### src/rtl/boot_mode_pkg.sv
package boot_mode_pkg;

   typedef enum logic [2:0] {
      ST_PINS, ST_WAIT, ST_FETCH, ST_CHECK, ST_CFG, ST_GO, ST_RUN, ST_ERR
   } seq_state_t;

   typedef enum logic [1:0] {
      MD_NONE   = 2'd0,
      MD_SINGLE = 2'd1,
      MD_EXTROM = 2'd2,
      MD_INTBUS = 2'd3
   } mem_mode_t;

   typedef enum logic [1:0] {
      SRC_INT = 2'd0,
      SRC_EXT = 2'd1,
      SRC_BAD = 2'd2
   } strap_cls_t;

   localparam int unsigned FETCH_BYTES = 3;

endpackage

### src/rtl/boot_strap_latch.sv
module boot_strap_latch
   import boot_mode_pkg::*;
#(
   parameter logic [1:0] INT_CODE = 2'b00,
   parameter logic [1:0] EXT_CODE = 2'b10
) (
   input  logic       clk,
   input  logic       rst_n,
   input  logic       sample_i,
   input  logic [1:0] strap_i,
   output strap_cls_t cls_now_o,
   output strap_cls_t cls_o
);

   generate
      if (INT_CODE == EXT_CODE) begin : g_bad_codes
         $error("boot_strap_latch: strap codes must differ");
      end
   endgenerate

   always_comb begin
      if (strap_i == INT_CODE)      cls_now_o = SRC_INT;
      else if (strap_i == EXT_CODE) cls_now_o = SRC_EXT;
      else                          cls_now_o = SRC_BAD;
   end

   always_ff @(posedge clk or negedge rst_n) begin
      if (!rst_n)        cls_o <= SRC_BAD;
      else if (sample_i) cls_o <= cls_now_o;
   end

endmodule

### src/rtl/boot_fetch.sv
module boot_fetch #(
   parameter int unsigned ADDR_W       = 16,
   parameter int unsigned DATA_W       = 8,
   parameter int unsigned BASE_ADDR    = 'hFFFD,
   parameter bit          VEC_HI_FIRST = 1'b1
) (
   input  logic                clk,
   input  logic                rst_n,
   input  logic                start_i,
   output logic                rd_req_o,
   output logic [ADDR_W-1:0]   rd_addr_o,
   input  logic                rd_valid_i,
   input  logic [DATA_W-1:0]   rd_data_i,
   output logic                done_o,
   output logic [DATA_W-1:0]   mode_byte_o,
   output logic [2*DATA_W-1:0] vec_o
);

   localparam int unsigned IDX_W = 2;
   localparam logic [IDX_W-1:0] LAST_IDX = IDX_W'(boot_mode_pkg::FETCH_BYTES - 1);
   localparam logic [ADDR_W-1:0] BASE_V = ADDR_W'(BASE_ADDR);

   generate
      if (ADDR_W < 4 || ADDR_W > 32) begin : g_bad_aw
         $error("boot_fetch: ADDR_W out of range");
      end
      if (DATA_W < 2) begin : g_bad_dw
         $error("boot_fetch: DATA_W too small");
      end
      if (ADDR_W < 32 && (BASE_ADDR + 2) >= (1 << ADDR_W)) begin : g_bad_base
         $error("boot_fetch: fetch window exceeds address space");
      end
   endgenerate

   logic             busy_q;
   logic             done_q;
   logic [IDX_W-1:0] idx_q;
   logic [DATA_W-1:0] b0_q, b1_q, b2_q;

   always_ff @(posedge clk or negedge rst_n) begin
      if (!rst_n) begin
         busy_q <= 1'b0;
         done_q <= 1'b0;
         idx_q  <= '0;
         b0_q   <= '0;
         b1_q   <= '0;
         b2_q   <= '0;
      end else begin
         done_q <= 1'b0;
         if (start_i) begin
            busy_q <= 1'b1;
            idx_q  <= '0;
         end else if (busy_q && rd_valid_i) begin
            case (idx_q)
               2'd0:    b0_q <= rd_data_i;
               2'd1:    b1_q <= rd_data_i;
               default: b2_q <= rd_data_i;
            endcase
            if (idx_q == LAST_IDX) begin
               busy_q <= 1'b0;
               done_q <= 1'b1;
            end else begin
               idx_q <= idx_q + 1'b1;
            end
         end
      end
   end

   assign rd_req_o    = busy_q;
   assign rd_addr_o   = BASE_V + ADDR_W'(idx_q);
   assign done_o      = done_q;
   assign mode_byte_o = b0_q;

   generate
      if (VEC_HI_FIRST) begin : g_hi_first
         assign vec_o = {b1_q, b2_q};
      end else begin : g_lo_first
         assign vec_o = {b2_q, b1_q};
      end
   endgenerate

endmodule

### src/rtl/boot_decode.sv
module boot_decode
   import boot_mode_pkg::*;
#(
   parameter int unsigned      DATA_W    = 8,
   parameter logic [DATA_W-1:0] MB_SINGLE = 'h00,
   parameter logic [DATA_W-1:0] MB_BUS    = 'h01
) (
   input  strap_cls_t        cls_i,
   input  logic [DATA_W-1:0] mode_byte_i,
   output mem_mode_t         mode_o,
   output logic              bad_o
);

   generate
      if (MB_SINGLE == MB_BUS) begin : g_bad_mb
         $error("boot_decode: mode byte codes must differ");
      end
   endgenerate

   always_comb begin
      mode_o = MD_NONE;
      bad_o  = 1'b1;
      unique case (cls_i)
         SRC_INT: begin
            if (mode_byte_i == MB_SINGLE) begin
               mode_o = MD_SINGLE;
               bad_o  = 1'b0;
            end else if (mode_byte_i == MB_BUS) begin
               mode_o = MD_INTBUS;
               bad_o  = 1'b0;
            end
         end
         SRC_EXT: begin
            if (mode_byte_i == MB_BUS) begin
               mode_o = MD_EXTROM;
               bad_o  = 1'b0;
            end
         end
         default: ;
      endcase
   end

endmodule

### src/rtl/boot_pinmap.sv
module boot_pinmap
   import boot_mode_pkg::*;
(
   input  logic      cfg_active_i,
   input  mem_mode_t mode_i,
   input  logic      sel_i,
   output logic      hiz_o,
   output logic      port_en_o,
   output logic      bus_en_o,
   output logic      sh_bus_o,
   output logic      sh_port_o
);

   logic bus_mode;

   assign bus_mode  = (mode_i == MD_EXTROM) || (mode_i == MD_INTBUS);
   assign hiz_o     = !cfg_active_i;
   assign port_en_o = cfg_active_i && (mode_i == MD_SINGLE);
   assign bus_en_o  = cfg_active_i && bus_mode;
   assign sh_bus_o  = bus_en_o && sel_i;
   assign sh_port_o = bus_en_o && !sel_i;

endmodule

### src/rtl/boot_mode_seq.sv
module boot_mode_seq
   import boot_mode_pkg::*;
#(
   parameter int unsigned ADDR_W       = 16,
   parameter int unsigned DATA_W       = 8,
   parameter int unsigned BASE_ADDR    = 'hFFFD,
   parameter bit          VEC_HI_FIRST = 1'b1
) (
   input  logic                clk,
   input  logic                rst_n,
   input  logic [1:0]          strap_i,
   input  logic                wake_done_i,
   output logic                rd_req_o,
   output logic                rd_ext_o,
   output logic [ADDR_W-1:0]   rd_addr_o,
   input  logic                rd_valid_i,
   input  logic [DATA_W-1:0]   rd_data_i,
   input  logic                shpin_bus_sel_i,
   output logic [1:0]          mode_o,
   output logic                err_o,
   output logic                pins_hiz_o,
   output logic                port_en_o,
   output logic                bus_en_o,
   output logic                shpin_bus_o,
   output logic                shpin_port_o,
   output logic [2*DATA_W-1:0] vec_o,
   output logic                run_o,
   output logic                cpu_hold_o
);

   seq_state_t state_q, state_d;
   strap_cls_t cls_now, cls_q;
   mem_mode_t  mode_q, dec_mode;
   logic       dec_bad;
   logic       fetch_start, fetch_done, cfg_active;
   logic [DATA_W-1:0] mode_byte;

   boot_strap_latch u_strap (
      .clk       (clk),
      .rst_n     (rst_n),
      .sample_i  (state_q == ST_PINS),
      .strap_i   (strap_i),
      .cls_now_o (cls_now),
      .cls_o     (cls_q)
   );

   assign fetch_start = (state_q == ST_WAIT) && wake_done_i;

   boot_fetch #(
      .ADDR_W       (ADDR_W),
      .DATA_W       (DATA_W),
      .BASE_ADDR    (BASE_ADDR),
      .VEC_HI_FIRST (VEC_HI_FIRST)
   ) u_fetch (
      .clk         (clk),
      .rst_n       (rst_n),
      .start_i     (fetch_start),
      .rd_req_o    (rd_req_o),
      .rd_addr_o   (rd_addr_o),
      .rd_valid_i  (rd_valid_i),
      .rd_data_i   (rd_data_i),
      .done_o      (fetch_done),
      .mode_byte_o (mode_byte),
      .vec_o       (vec_o)
   );

   boot_decode #(.DATA_W(DATA_W)) u_decode (
      .cls_i       (cls_q),
      .mode_byte_i (mode_byte),
      .mode_o      (dec_mode),
      .bad_o       (dec_bad)
   );

   always_comb begin
      state_d = state_q;
      unique case (state_q)
         ST_PINS:  state_d = (cls_now == SRC_BAD) ? ST_ERR : ST_WAIT;
         ST_WAIT:  if (wake_done_i) state_d = ST_FETCH;
         ST_FETCH: if (fetch_done) state_d = ST_CHECK;
         ST_CHECK: state_d = dec_bad ? ST_ERR : ST_CFG;
         ST_CFG:   state_d = ST_GO;
         ST_GO:    state_d = ST_RUN;
         ST_RUN:   state_d = ST_RUN;
         ST_ERR:   state_d = ST_ERR;
         default:  state_d = ST_ERR;
      endcase
   end

   always_ff @(posedge clk or negedge rst_n) begin
      if (!rst_n) begin
         state_q <= ST_PINS;
         mode_q  <= MD_NONE;
      end else begin
         state_q <= state_d;
         if (state_q == ST_CHECK && !dec_bad) mode_q <= dec_mode;
      end
   end

   assign cfg_active = (state_q == ST_CFG) || (state_q == ST_GO) || (state_q == ST_RUN);

   boot_pinmap u_pins (
      .cfg_active_i (cfg_active),
      .mode_i       (mode_q),
      .sel_i        (shpin_bus_sel_i),
      .hiz_o        (pins_hiz_o),
      .port_en_o    (port_en_o),
      .bus_en_o     (bus_en_o),
      .sh_bus_o     (shpin_bus_o),
      .sh_port_o    (shpin_port_o)
   );

   assign rd_ext_o   = (cls_q == SRC_EXT);
   assign mode_o     = cfg_active ? mode_q : MD_NONE;
   assign err_o      = (state_q == ST_ERR);
   assign run_o      = (state_q == ST_GO);
   assign cpu_hold_o = !((state_q == ST_GO) || (state_q == ST_RUN));

endmodule

### config.mk
export PLATFORM = sky130hd
export DESIGN_NAME = boot_mode_seq
export DESIGN_NICKNAME = d
export VERILOG_FILES = /design/src/rtl/boot_mode_pkg.sv /design/src/rtl/boot_strap_latch.sv /design/src/rtl/boot_fetch.sv /design/src/rtl/boot_decode.sv /design/src/rtl/boot_pinmap.sv /design/src/rtl/boot_mode_seq.sv
export SDC_FILE = /design/constraint.sdc
export NUM_CORES = 1
export LEC_CHECK = 0
export BUFFER_PORTS_ARGS = -buffer_cell sky130_fd_sc_hd__buf_2
export CORE_MARGIN = 2
export CORE_UTILIZATION = 56
export CTS_BUF_LIST = sky130_fd_sc_hd__clkbuf_8
export CTS_CLUSTER_SIZE = 24
export DETAILED_ROUTE_END_ITERATION = 6
export GPL_ROUTABILITY_DRIVEN = 0
export PLACE_DENSITY_LB_ADDON = 0.08
export SLEW_MARGIN = 5
export SYNTH_ARGS = -nofsm -noshare
export SYNTH_HDL_FRONTEND = slang
export SYNTH_SLANG_ARGS = --single-unit
### constraint.sdc
create_clock -name clk -period 3.63 [get_ports clk]
set_input_delay 0.1815 -clock clk [delete_from_list [all_inputs] [get_ports clk]]
set_output_delay 0.1815 -clock clk [all_outputs]
set_load 0.05 [all_outputs]
==> results of run 1 <==
## final cells by class
class | instances | area [um2] | area share
multi-input cells | 79 | 746 | 0.359
well taps | 44 | 55.1 | 0.0265
flip-flops and latches | 35 | 877 | 0.423
clock buffers | 5 | 68.8 | 0.0332
repair buffers | 59 | 300 | 0.145
inverters | 4 | 15.0 | 0.00724
clock inverters | 3 | 12.5 | 0.00603
## synthesized netlist by cell type, types with 3 or more instances
| cell type | number | area share |
|---|---|---|
| ha_1 | 4 | 0.028 |
| nand3b_1 | 3 | 0.013 |
| nand4_4 | 3 | 0.036 |
| dfrtp_1 | 34 | 0.48 |
| inv_1 | 4 | 0.0085 |
| and3_1 | 4 | 0.014 |
| nand2_1 | 6 | 0.013 |
| buf_4 | 13 | 0.055 |
| nor2_1 | 8 | 0.017 |
| mux2_2 | 25 | 0.16 |
| buf_2 | 4 | 0.011 |
## stage by stage
stage | worst slack (ps) | hold slack (ps) | total power, mW | utilization
after floorplan | 1480 | -114 | 0.400 | -
after global placement | 2020 | 288 | 0.417 | 0.655
after detailed placement | 1990 | 296 | 0.418 | 0.655
after CTS | 1840 | 160 | 0.677 | 0.685
after global routing | 1730 | 160 | 0.691 | 0.685
final | 1820 | 164 | 0.668 | 0.685
## cells by family after synthesis
family	count (synthesis)	synth area share
adder cells (fa/ha/maj)	4	0.0285
XOR/XNOR	2	0.00996
buffers and inverters	22	0.0775
AND/OR/NAND/NOR	39	0.181
multiplexers	26	0.166
AO/OA/AOI/OAI	8	0.0384
flip-flops	35	0.499
## timing repair
action | CTS | global route
endpoints found under the hold margin | 34 | 0
gates resized for setup | 0 | 0
buffers inserted | 0 | 0
hold buffers | 1 | 0
## final timing paths
| path | slack (ps) | from | to |
|---|---|---|---|
| worst max-delay path | 1820 | state_q[0]$_DFFE_PN0P_ | shpin_bus_o |
| worst min-delay path | 160 | rd_data_i[1] | u_fetch.mode_byte_o[1]$_DFFE_PN0P_ |
| worst max register to register | 2000 | u_fetch.idx_q[0]$_DFFE_PN0P_ | u_fetch.b2_q[2]$_DFFE_PN0P_ |
| worst min register to register | 500 | mode_q[0]$_DFFE_PN0P_ | mode_q[0]$_DFFE_PN0P_ |
| max in group asynchronous | 2650 | rst_n | state_q[2]$_DFFE_PN0P_ |
| min in group asynchronous | 500 | rst_n | u_fetch.b1_q[3]$_DFFE_PN0P_ |
## flip-flops by register name, summed over array words and instances, names as in the netlist
register,count
u_fetch.b2_q,8
u_fetch.mode_byte_o,8
u_fetch.idx_q,2
mode_q,2
u_fetch.done_o,1
u_strap.cls_o,2
state_q,3
u_fetch.rd_req_o,1
u_fetch.b1_q,8
## power breakdown
group          leakage [nW]  total (mW)  internal (mW)  switching (mW)
registers             0.465       0.390          0.390               0
clock network        0.0505       0.258          0.129           0.129
logic                 0.655      0.0206        0.00668          0.0139
total                  1.17       0.668          0.526           0.143
## metal layers
metal	share of wire	GRT usage	wire length, um	up-vias
li1	-	-	-	565
met1	0.44	0.231	1360	540
met2	0.51	0.317	1570	29
met3	0.036	0.0455	110	4
met4	0.013	0.0667	39	0
met5	0	0	0	-
## worst max-delay path: stages (launching register included)
cell and delay [ps]:
dfrtp_1 580, nand2_1 180, and3_1 230, and2_1 150, buf_2 200
==> impl_results.md, run 1 <==
- Status: complete, no violations
- Antenna viol nets, final: 0
- #FFs+latches synth: 35
- Sequential fraction of the synthesis area: 0.499
- R2R cell count: 5
- Initial Util: 0.581
- Drt initial violations: around 80
- DR vias: 1,138
- Hpwl dp: 2360 um
- I/O pin cnt: 59
- Startpoint types: flop
- Initial antenna violation count: 0
- TritonCTS buffer count: 5
- Die H: between 60 and 70 um
- Top FF cell, synth: dfrtp_1
- Final wirelength: 3070 um
- VDD IR max: 0.000316 V
- Die area: 3610 um2
- Layout Nets: 203
- Hold Path Depth: 2
- Syn Inst Count: ~140
- Worst Skew: ~4.6 ps
- Synth Warn #: 0
- PD cells: 322 nW/um2
- Number of enable flip-flop cells after synthesis: 0
- Number of fill cells: around 240
- Crit path DAT: around 1600 ps
- Site Rows: 20
- Cell variety after synth: 35
- Placed insts: between 200 and 250
- Rel. slew slack: 0.497
- Minimum clock period: 1810 ps
- Most common cell after layout, fill and taps aside: buf_2
- Required @ worst endpoint: 3450 ps
- Leak: 1.17 nW
- Setup TNS: 0 ps
- Fin area: approximately 2100 um2
- Min-Delay Path Class: input pin to flop
- Period utilization: 0.497
- Fmax: 554 MHz
- Clk buf depth: 2
- Most frequent cells in the layout: buf_2, dfrtp_1, mux2_2, nor2_1
- Kind of critical path: flop to output port
- Vias in the first global route: 1,078
- Max-Cap Viols: 0
- Final Hold Fails: 0
- Total track usage: 0.187
- Die X: roughly 60 um
- Slew Viols, Final: 0
- Clock root buffer master: clkbuf_8
- CTS Sinks: 35
- Ant diodes: 0
- Actual slew at the worst max-slew pin: 755 ps
- Post-Syn Area: around 1800 um2
- Non-Filler Instances: 229
- Remaining DRCs: 0
- # H-tree levels: 2
- CTS tree: yes
- CTS clk-pin slew, worst paths: 70 ps
- First-pass GRT wire length: ~4900 um
- Port-buffer cells: 58
- Clock Latency Late Sink: roughly 280 ps
- Crit path max fanout: 12
- Syn Area/Cell: 12.9 um2
- Post-synthesis async set-or-reset flop share: 1.00
- Crit end category: output port
- RSZ-0062 raised after global routing: false
- Core Region: 3030 um2
- Area grow syn2layout: 17.9%
- Gr ovfl total: 0
- Area of placed instances: around 2000 um2
- Setup violators final: 0
- Share of layout cells above drive strength 1: 0.535
- Drt via density: 4.97
- Syn Nets: 155
- Avg WL per Cell: approximately 13 um
- Pin count of the biggest net entering global routing: 36
- Drt first pass iters: 4
No activity file was read; power rests on OpenSTA's default activity.
==> inputs of run 2 (changes only) <==
--- a/config.mk
+++ b/config.mk
@@ -7,7 +7,7 @@
 export LEC_CHECK = 0
 export BUFFER_PORTS_ARGS = -buffer_cell sky130_fd_sc_hd__buf_2
 export CORE_MARGIN = 2
-export CORE_UTILIZATION = 56
+export CORE_UTILIZATION = 47
 export CTS_BUF_LIST = sky130_fd_sc_hd__clkbuf_8
 export CTS_CLUSTER_SIZE = 24
 export DETAILED_ROUTE_END_ITERATION = 6
==> constraint.sdc (replaced) <==
create_clock -name clk -period 1.5 [get_ports clk]
set_input_delay 0.075 -clock clk [delete_from_list [all_inputs] [get_ports clk]]
set_output_delay 0.075 -clock clk [all_outputs]
set_load 0.05 [all_outputs]
==> run 2 against run 1 <==
Against the previous run: sequential power rose by 140%; largest cell class unchanged; design area rose by 13%; global-route usage shrank 1.7 points; register-to-register slack lost 1900 ps; worst setup slack got worse by 1800 ps; routed wire length rose by 6.5%; critical path depth up 1; clock power grew 140%; sequential cell count is the same; utilization is 3.8 points lower; non-clock buffer count increased by 13; first-iteration DRC count is 82% lower.
==> impl_results.md, run 2 (synthesis gave the netlist of run 1 again) <==
- DR vias: 1,228 (+7.9%)
- Die H: 65.2 um (+8.5%)
- Antenna viol nets, final: 0 (unchanged)
- Initial Util: 0.484 (-0.0968)
- Remaining DRCs: 0 (unchanged)
- Number of fill cells: 319 (+31%)
- Fin area: 2350 um2 (+13%)
- Required @ worst endpoint: 1420 ps (-2030 ps)
- Clk buf depth: 2 (unchanged)
- R2R cell count: 4 (-1)
- Hold Path Depth: 2 (unchanged)
- CTS tree: yes
- Reg-to-reg slack, setup: 60 ps (-1940 ps)
- Actual slew at the worst max-slew pin: 328 ps (-427 ps)
- Setup WS pre-CTS: -12.0 ps (-2000 ps)
- Int Power: 1.28 mW (+140%)
- Vias in the first global route: 1,194 (+11%)
- Most frequent cells in the layout: buf_2, dfrtp_1, buf_4, mux2_2, mux2_4
- Setup violators final: 0 (unchanged)
- Die X: 65.2 um (+8.5%)
- Site Rows: 22 (+10%)
- TritonCTS buffer count: 5 (unchanged)
- Rel. slew slack: 0.781 (+0.284)
- Net Sw Power: 344 uW (+140%)
- Total track usage: 0.170 (-0.0168)
- Drt first pass iters: 4 (unchanged)
- Avg WL per Cell: 13.3 um (-0.88%)
- Period utilization: 0.958
- Ant diodes: 0 (unchanged)
- Port-buffer cells: 58 (unchanged)
- Area grow syn2layout: 33.6%
- Crit path DAT: 1360 ps (-260 ps)
- Pin count of the biggest net entering global routing: 16 (-56%)
- Minimum clock period: 1440 ps
- Initial antenna violation count: 0 (unchanged)
- Fmax: 696 MHz
- Share of layout cells above drive strength 1: 0.641 (+0.106)
- Drt via density: 4.99 (+0.45%)
- RSZ-0062 raised after global routing: true
- I/O pin cnt: 59 (unchanged)
- Slew Viols, Final: 0 (unchanged)
- Clock Latency Late Sink: 280 ps (about the same)
- Max-Cap Viols: 0 (unchanged)
- Clk network pwr share: 0.382 (-0.004)
- Logic pwr share: 0.035 (+0.004)
- CTS clk-pin slew, worst paths: 60 ps (about the same)
- Sw Ratio: 0.213 (-0.00107)
- PD cells: 689 nW/um2 (+110%)
- First-pass GRT wire length: 5490 um (+13%)
- CTS Sinks: 35 (unchanged)
- Final worst setup slack: 62.5 ps (-1760 ps)
- Final Hold Fails: 0 (unchanged)
- Crit end category: output port
- Most common cell after layout, fill and taps aside: buf_2
- Area of placed instances: 2130 um2 (+7.4%)
- Core Region: 3630 um2 (+20%)
- Kind of critical path: flop to output port
- Leak: 1.26 nW (+8.1%)
- VDD IR max: 0.000589 V (+87%)
- Hpwl dp: 2480 um (+5.0%)
- Die area: 4250 um2 (+18%)
- Gr ovfl total: 0 (unchanged)
- Clock root buffer master: clkbuf_8
- Drt initial violations: 14 (-82%)
- Min-Delay Path Class: input pin to flop
- Status: complete, no violations
- Layout Nets: 216 (+6.4%)
- Worst Skew: 4.82 ps (+0.229 ps)
- Final wirelength: 3270 um (+6.5%)
- Crit path max fanout: 4 (-8)
- Flop pwr share: 0.583 (about the same)
- Startpoint types: flop
- # H-tree levels: 2 (unchanged)
- Setup TNS: 0 ps (unchanged)
==> run 2: cell types whose count changed in the layout (fill, tap and decap cells not counted), sizes merged <==
cell | before | now
inv | 6 | 5
buf | 58 | 71
clkinvlp | 0 | 1
==> run 2: final timing paths <==
kind / from / to
hold reg to reg: mode_q[0]$_DFFE_PN0P_ / mode_q[0]$_DFFE_PN0P_
setup / recovery: state_q[1]$_DFFE_PN0P_ / cpu_hold_o
setup reg to reg: state_q[0]$_DFFE_PN0P_ / u_fetch.b1_q[3]$_DFFE_PN0P_
max in group asynchronous: rst_n / u_fetch.b1_q[1]$_DFFE_PN0P_
hold / removal: rd_data_i[4] / u_fetch.mode_byte_o[4]$_DFFE_PN0P_
min in group asynchronous: rst_n / u_fetch.b2_q[7]$_DFFE_PN0P_
==> run 2: timing repair <==
item | 4_1_cts | 5_1_grt
hold buffers | 1 | 0
endpoints found under the hold margin | 13 | 0
resized for setup | 23 | 12
gates cloned | 0 | 0
setup buffers | 1 | 3
setup endpoints to repair | 23 | 24
pin swaps | 0 | 3
==> run 2: cell type report <==
class	count	area, um2	area share
repair buffers	72	469	0.200
flip-flops and latches	35	881	0.375
inverters	4	18.8	0.00798
clock inverters	3	12.5	0.00532
clock buffers	5	68.8	0.0293
well taps	48	60.1	0.0255
multi-input cells	79	841	0.358
==> run 2: worst max-delay path: stages, from the launching register on <==
cell and delay, ps:
dfrtp_1 390, buf_6 130, buf_4 140, xor2_1 160, nand2_1 70, buf_4 190
==> run 2: power by group through the flow <==
stage | Sequential, mW | Combinational (mW) | Clock, mW
2_1_floorplan | 0.962 | 0.00627 | 0
3_3_place_gp | 0.961 | 0.0544 | 0
3_5_place_dp | 0.961 | 0.0566 | 0
4_1_cts | 0.944 | 0.0588 | 0.651
5_1_grt | 0.943 | 0.0641 | 0.694
6_report | 0.944 | 0.0564 | 0.619
==> run 2: per-stage QoR <==
step | power [mW] | util | hold slack (ps) | std cells
4_1_cts | 1.65 | 0.629 | 42.4 | 243
2_1_floorplan | 0.968 | - | -221 | 136
3_5_place_dp | 1.02 | 0.586 | -12.2 | 233
3_3_place_gp | 1.02 | 0.586 | -14.8 | 233
5_1_grt | 1.70 | 0.647 | 50.0 | 246
6_report | 1.62 | 0.647 | 50.2 | 246
==> run 2: per-layer routing <==
layer  track usage  wire, um  share of wire  vias to the layer above
met5             0         0              0                        -
met4        0.0703        47          0.014                        0
met3        0.0497       212          0.065                        4
met2         0.269      1600           0.49                       46
met1         0.219      1410           0.43                      590
li1              -         -              -                      588
==> inputs of run 3 (changes only) <==
--- a/config.mk
+++ b/config.mk
@@ -5,14 +5,15 @@
 export SDC_FILE = /design/constraint.sdc
 export NUM_CORES = 1
 export LEC_CHECK = 0
+export ABC_CLOCK_PERIOD_IN_PS = 1500
 export BUFFER_PORTS_ARGS = -buffer_cell sky130_fd_sc_hd__buf_2
 export CORE_MARGIN = 2
-export CORE_UTILIZATION = 47
-export CTS_BUF_LIST = sky130_fd_sc_hd__clkbuf_8
+export CORE_UTILIZATION = 45
 export CTS_CLUSTER_SIZE = 24
 export DETAILED_ROUTE_END_ITERATION = 6
 export GPL_ROUTABILITY_DRIVEN = 0
 export PLACE_DENSITY_LB_ADDON = 0.08
+export SETUP_SLACK_MARGIN = 0.2
 export SLEW_MARGIN = 5
 export SYNTH_ARGS = -nofsm -noshare
 export SYNTH_HDL_FRONTEND = slang
==> run 3 against run 2 <==
Against the previous run: the run now ends with setup timing left; clock power up 22%; die area up 4.2%; design area up 18%; combinational power up 3%; worst setup slack worse by 68 ps; register-to-register slack worse by 50 ps; global-route usage up 2.3 points; non-clock buffer count up 19; utilization up 10 points; sequential power about the same; sequential cell count unchanged; largest power group unchanged.
==> impl_results.md, run 3 (synthesis gave the netlist of run 1 again) <==
- Status: complete, but fails checks
- Violated checks: setup timing
- Vias in the first global route: 1,307 (+9.5%)
- Hpwl dp: 2550 um (+3.0%)
- Setup violators final: 6 (+6)
- Fin area: 2780 um2 (+18%)
- Period utilization: 1.00 (+0.0454)
- Crit path DAT: 1430 ps (+70 ps)
- Initial Util: 0.473 (-0.0108)
- Rel. slew slack: 0.702 (-0.0795)
- Most frequent cells in the layout: buf_2, dfrtp_1, buf_6, buf_4, mux2_2
- Remaining DRCs: 0 (unchanged)
- Actual slew at the worst max-slew pin: 448 ps (+119 ps)
- PD cells: 631 nW/um2 (-8.3%)
- I/O pin cnt: 59 (unchanged)
- Crit end category: output port
- Sequential cell area: 880 um2 (-0.14%)
- RSZ-0062 raised after global routing: true
- TritonCTS buffer count: 5 (unchanged)
- CTS clk-pin slew, worst paths: 70 ps (about the same)
- Drt initial violations: 35 (+21)
- # H-tree levels: 2 (unchanged)
- Final wirelength: 4220 um (+29%)
- Drt first pass iters: 4 (unchanged)
- Share of layout cells above drive strength 1: 0.706 (+0.0650)
- CP Buf/Inv Count: 4 (+1)
- Clock root buffer master: clkbuf_8
- Post-layout power: 1.76 mW (+8.5%)
- Port-buffer cells: 58 (unchanged)
- First-pass GRT wire length: 6290 um (+15%)
- Min-Delay Path Class: input pin to flop
- Antenna viol nets, final: 0 (unchanged)
- Leak: 1.44 nW (+14%)
- Number of fill cells: 243 (-24%)
- CTS tree: yes
- Layout Nets: 236 (+9.3%)
- Avg WL per Cell: 15.9 um (+19%)
- Initial antenna violation count: 0 (unchanged)
- CP peak stage delay: 380 ps (about the same)
- Max-Cap Viols: 0 (unchanged)
- Area of placed instances: 2140 um2 (+0.59%)
- Crit path max fanout: 5 (+1)
- Ant diodes: 0 (unchanged)
- Area grow syn2layout: 58.2%
- CTS Sinks: 35 (unchanged)
- Total track usage: 0.193 (+0.0232)
- Setup WS pre-CTS: 6.42 ps (+18.4 ps)
- Fmax: 664 MHz (-4.5%)
- Critical path's slowest cell: dfrtp_1
- Reg-to-reg slack, setup: 10 ps (-50 ps)
- Drt via density: 4.98 (-0.29%)
- Setup TNS: -18.3 ps (-18.3 ps)
- Worst Skew: 8.98 ps (+4.16 ps)
- Minimum clock period: 1510 ps (+68.1 ps)
- Die H: 66.5 um (+2.1%)
- Die area: 4430 um2 (+4.2%)
- Clk buf depth: 2 (unchanged)
- Core Region: 3720 um2 (+2.3%)
- Die X: 66.5 um (+2.1%)
- Kind of critical path: flop to output port
- Site Rows: 22 (unchanged)
- VDD IR max: 0.000751 V (+27%)
- Required @ worst endpoint: 1420 ps (about the same)
- DR vias: 1,324 (+7.8%)
- Final worst setup slack: -5.61 ps (-68.1 ps)
- Final Hold Fails: 0 (unchanged)
- Clock Latency Late Sink: 280 ps (about the same)
- Top delay family on crit path: buffers and inverters
- Slew Viols, Final: 0 (unchanged)
- Gr ovfl total: 0 (unchanged)
- Startpoint types: flop
- Pin count of the biggest net entering global routing: 20 (+4)
- Worst-path cell chain: buf_6 > ha_4 > clkinvlp_4 > buf_4 > buf_8
- Multi-input logic area: 877 um2 (+4.3%)
-- run 3: cell count changes in the layout (fill, tap and decap cells not counted), sizes merged --
cell      previous run  this run
clkinvlp             1         4
inv                  5         2
clkbuf               5         7
clkinv               1         0
buf                 71        90
-- run 3: timing repair --
action,CTS,global route
endpoints found under the setup margin,55,59
endpoints found under the hold margin,16,0
cloned,1,0
gates resized for setup,69,30
setup buffers,18,7
hold buffers,1,0
pin swaps,9,8
-- run 3: layout make-up --
cell class | instances | area share
multi-input combinational | 79 | 0.315
timing repair inverter | 1 | 0.00270
clock inverter | 1 | 0.00270
clock buffer | 7 | 0.0346
tap | 48 | 0.0216
timing repair buffer | 91 | 0.299
inverter | 4 | 0.00809
sequential | 35 | 0.316
-- run 3: power by group --
| group | switching [mW] | internal [mW] | leakage [nW] |
|---|---|---|---|
| Combinational | 0.0380 | 0.0199 | 0.927 |
| Sequential | 0 | 0.943 | 0.463 |
| Clock | 0.338 | 0.418 | 0.0505 |
| Total | 0.376 | 1.38 | 1.44 |
-- run 3: worst register-to-register path, stage by stage (launching register included) --
cell	delay, ps
dfrtp_2	440
clkinvlp_4	140
ha_4	190
nor2_4	110
nand4_4	170
mux2_2	330
-- run 3: stage by stage --
stage	utilization	std cells	hold WS [ps]
CTS	0.710	259	44.9
finish	0.749	266	47.8
floorplan	-	136	-221
detailed placement	0.576	231	39.3
global placement	0.576	231	29.9
global route	0.749	266	30.0
-- run 3: worst paths after layout --
kind                                         startpoint                            endpoint  cells after the start
max                        u_fetch.idx_q[1]$_DFFE_PN0P_                       rd_addr_o[13]                      5
min                                        rd_data_i[5]  u_fetch.mode_byte_o[5]$_DFFE_PN0P_                      2
max reg2reg                u_fetch.idx_q[0]$_DFFE_PN0P_         u_fetch.b2_q[2]$_DFFE_PN0P_                      5
min reg2reg                 u_fetch.b2_q[5]$_DFFE_PN0P_         u_fetch.b2_q[5]$_DFFE_PN0P_                      1
max in group asynchronous                         rst_n  u_fetch.mode_byte_o[1]$_DFFE_PN0P_                      3
min in group asynchronous                         rst_n         u_fetch.b2_q[5]$_DFFE_PN0P_                      2
-- run 3: layer usage --
layer / part of all wire / wire length (um) / up-vias / global-route usage
li1: - / - / 626 / -
met1: 0.43 / 1830 / 646 / 0.241
met2: 0.51 / 2150 / 43 / 0.316
met3: 0.037 / 157 / 9 / 0.0608
met4: 0.021 / 87 / 0 / 0.0689
met5: 0 / 0 / - / 0
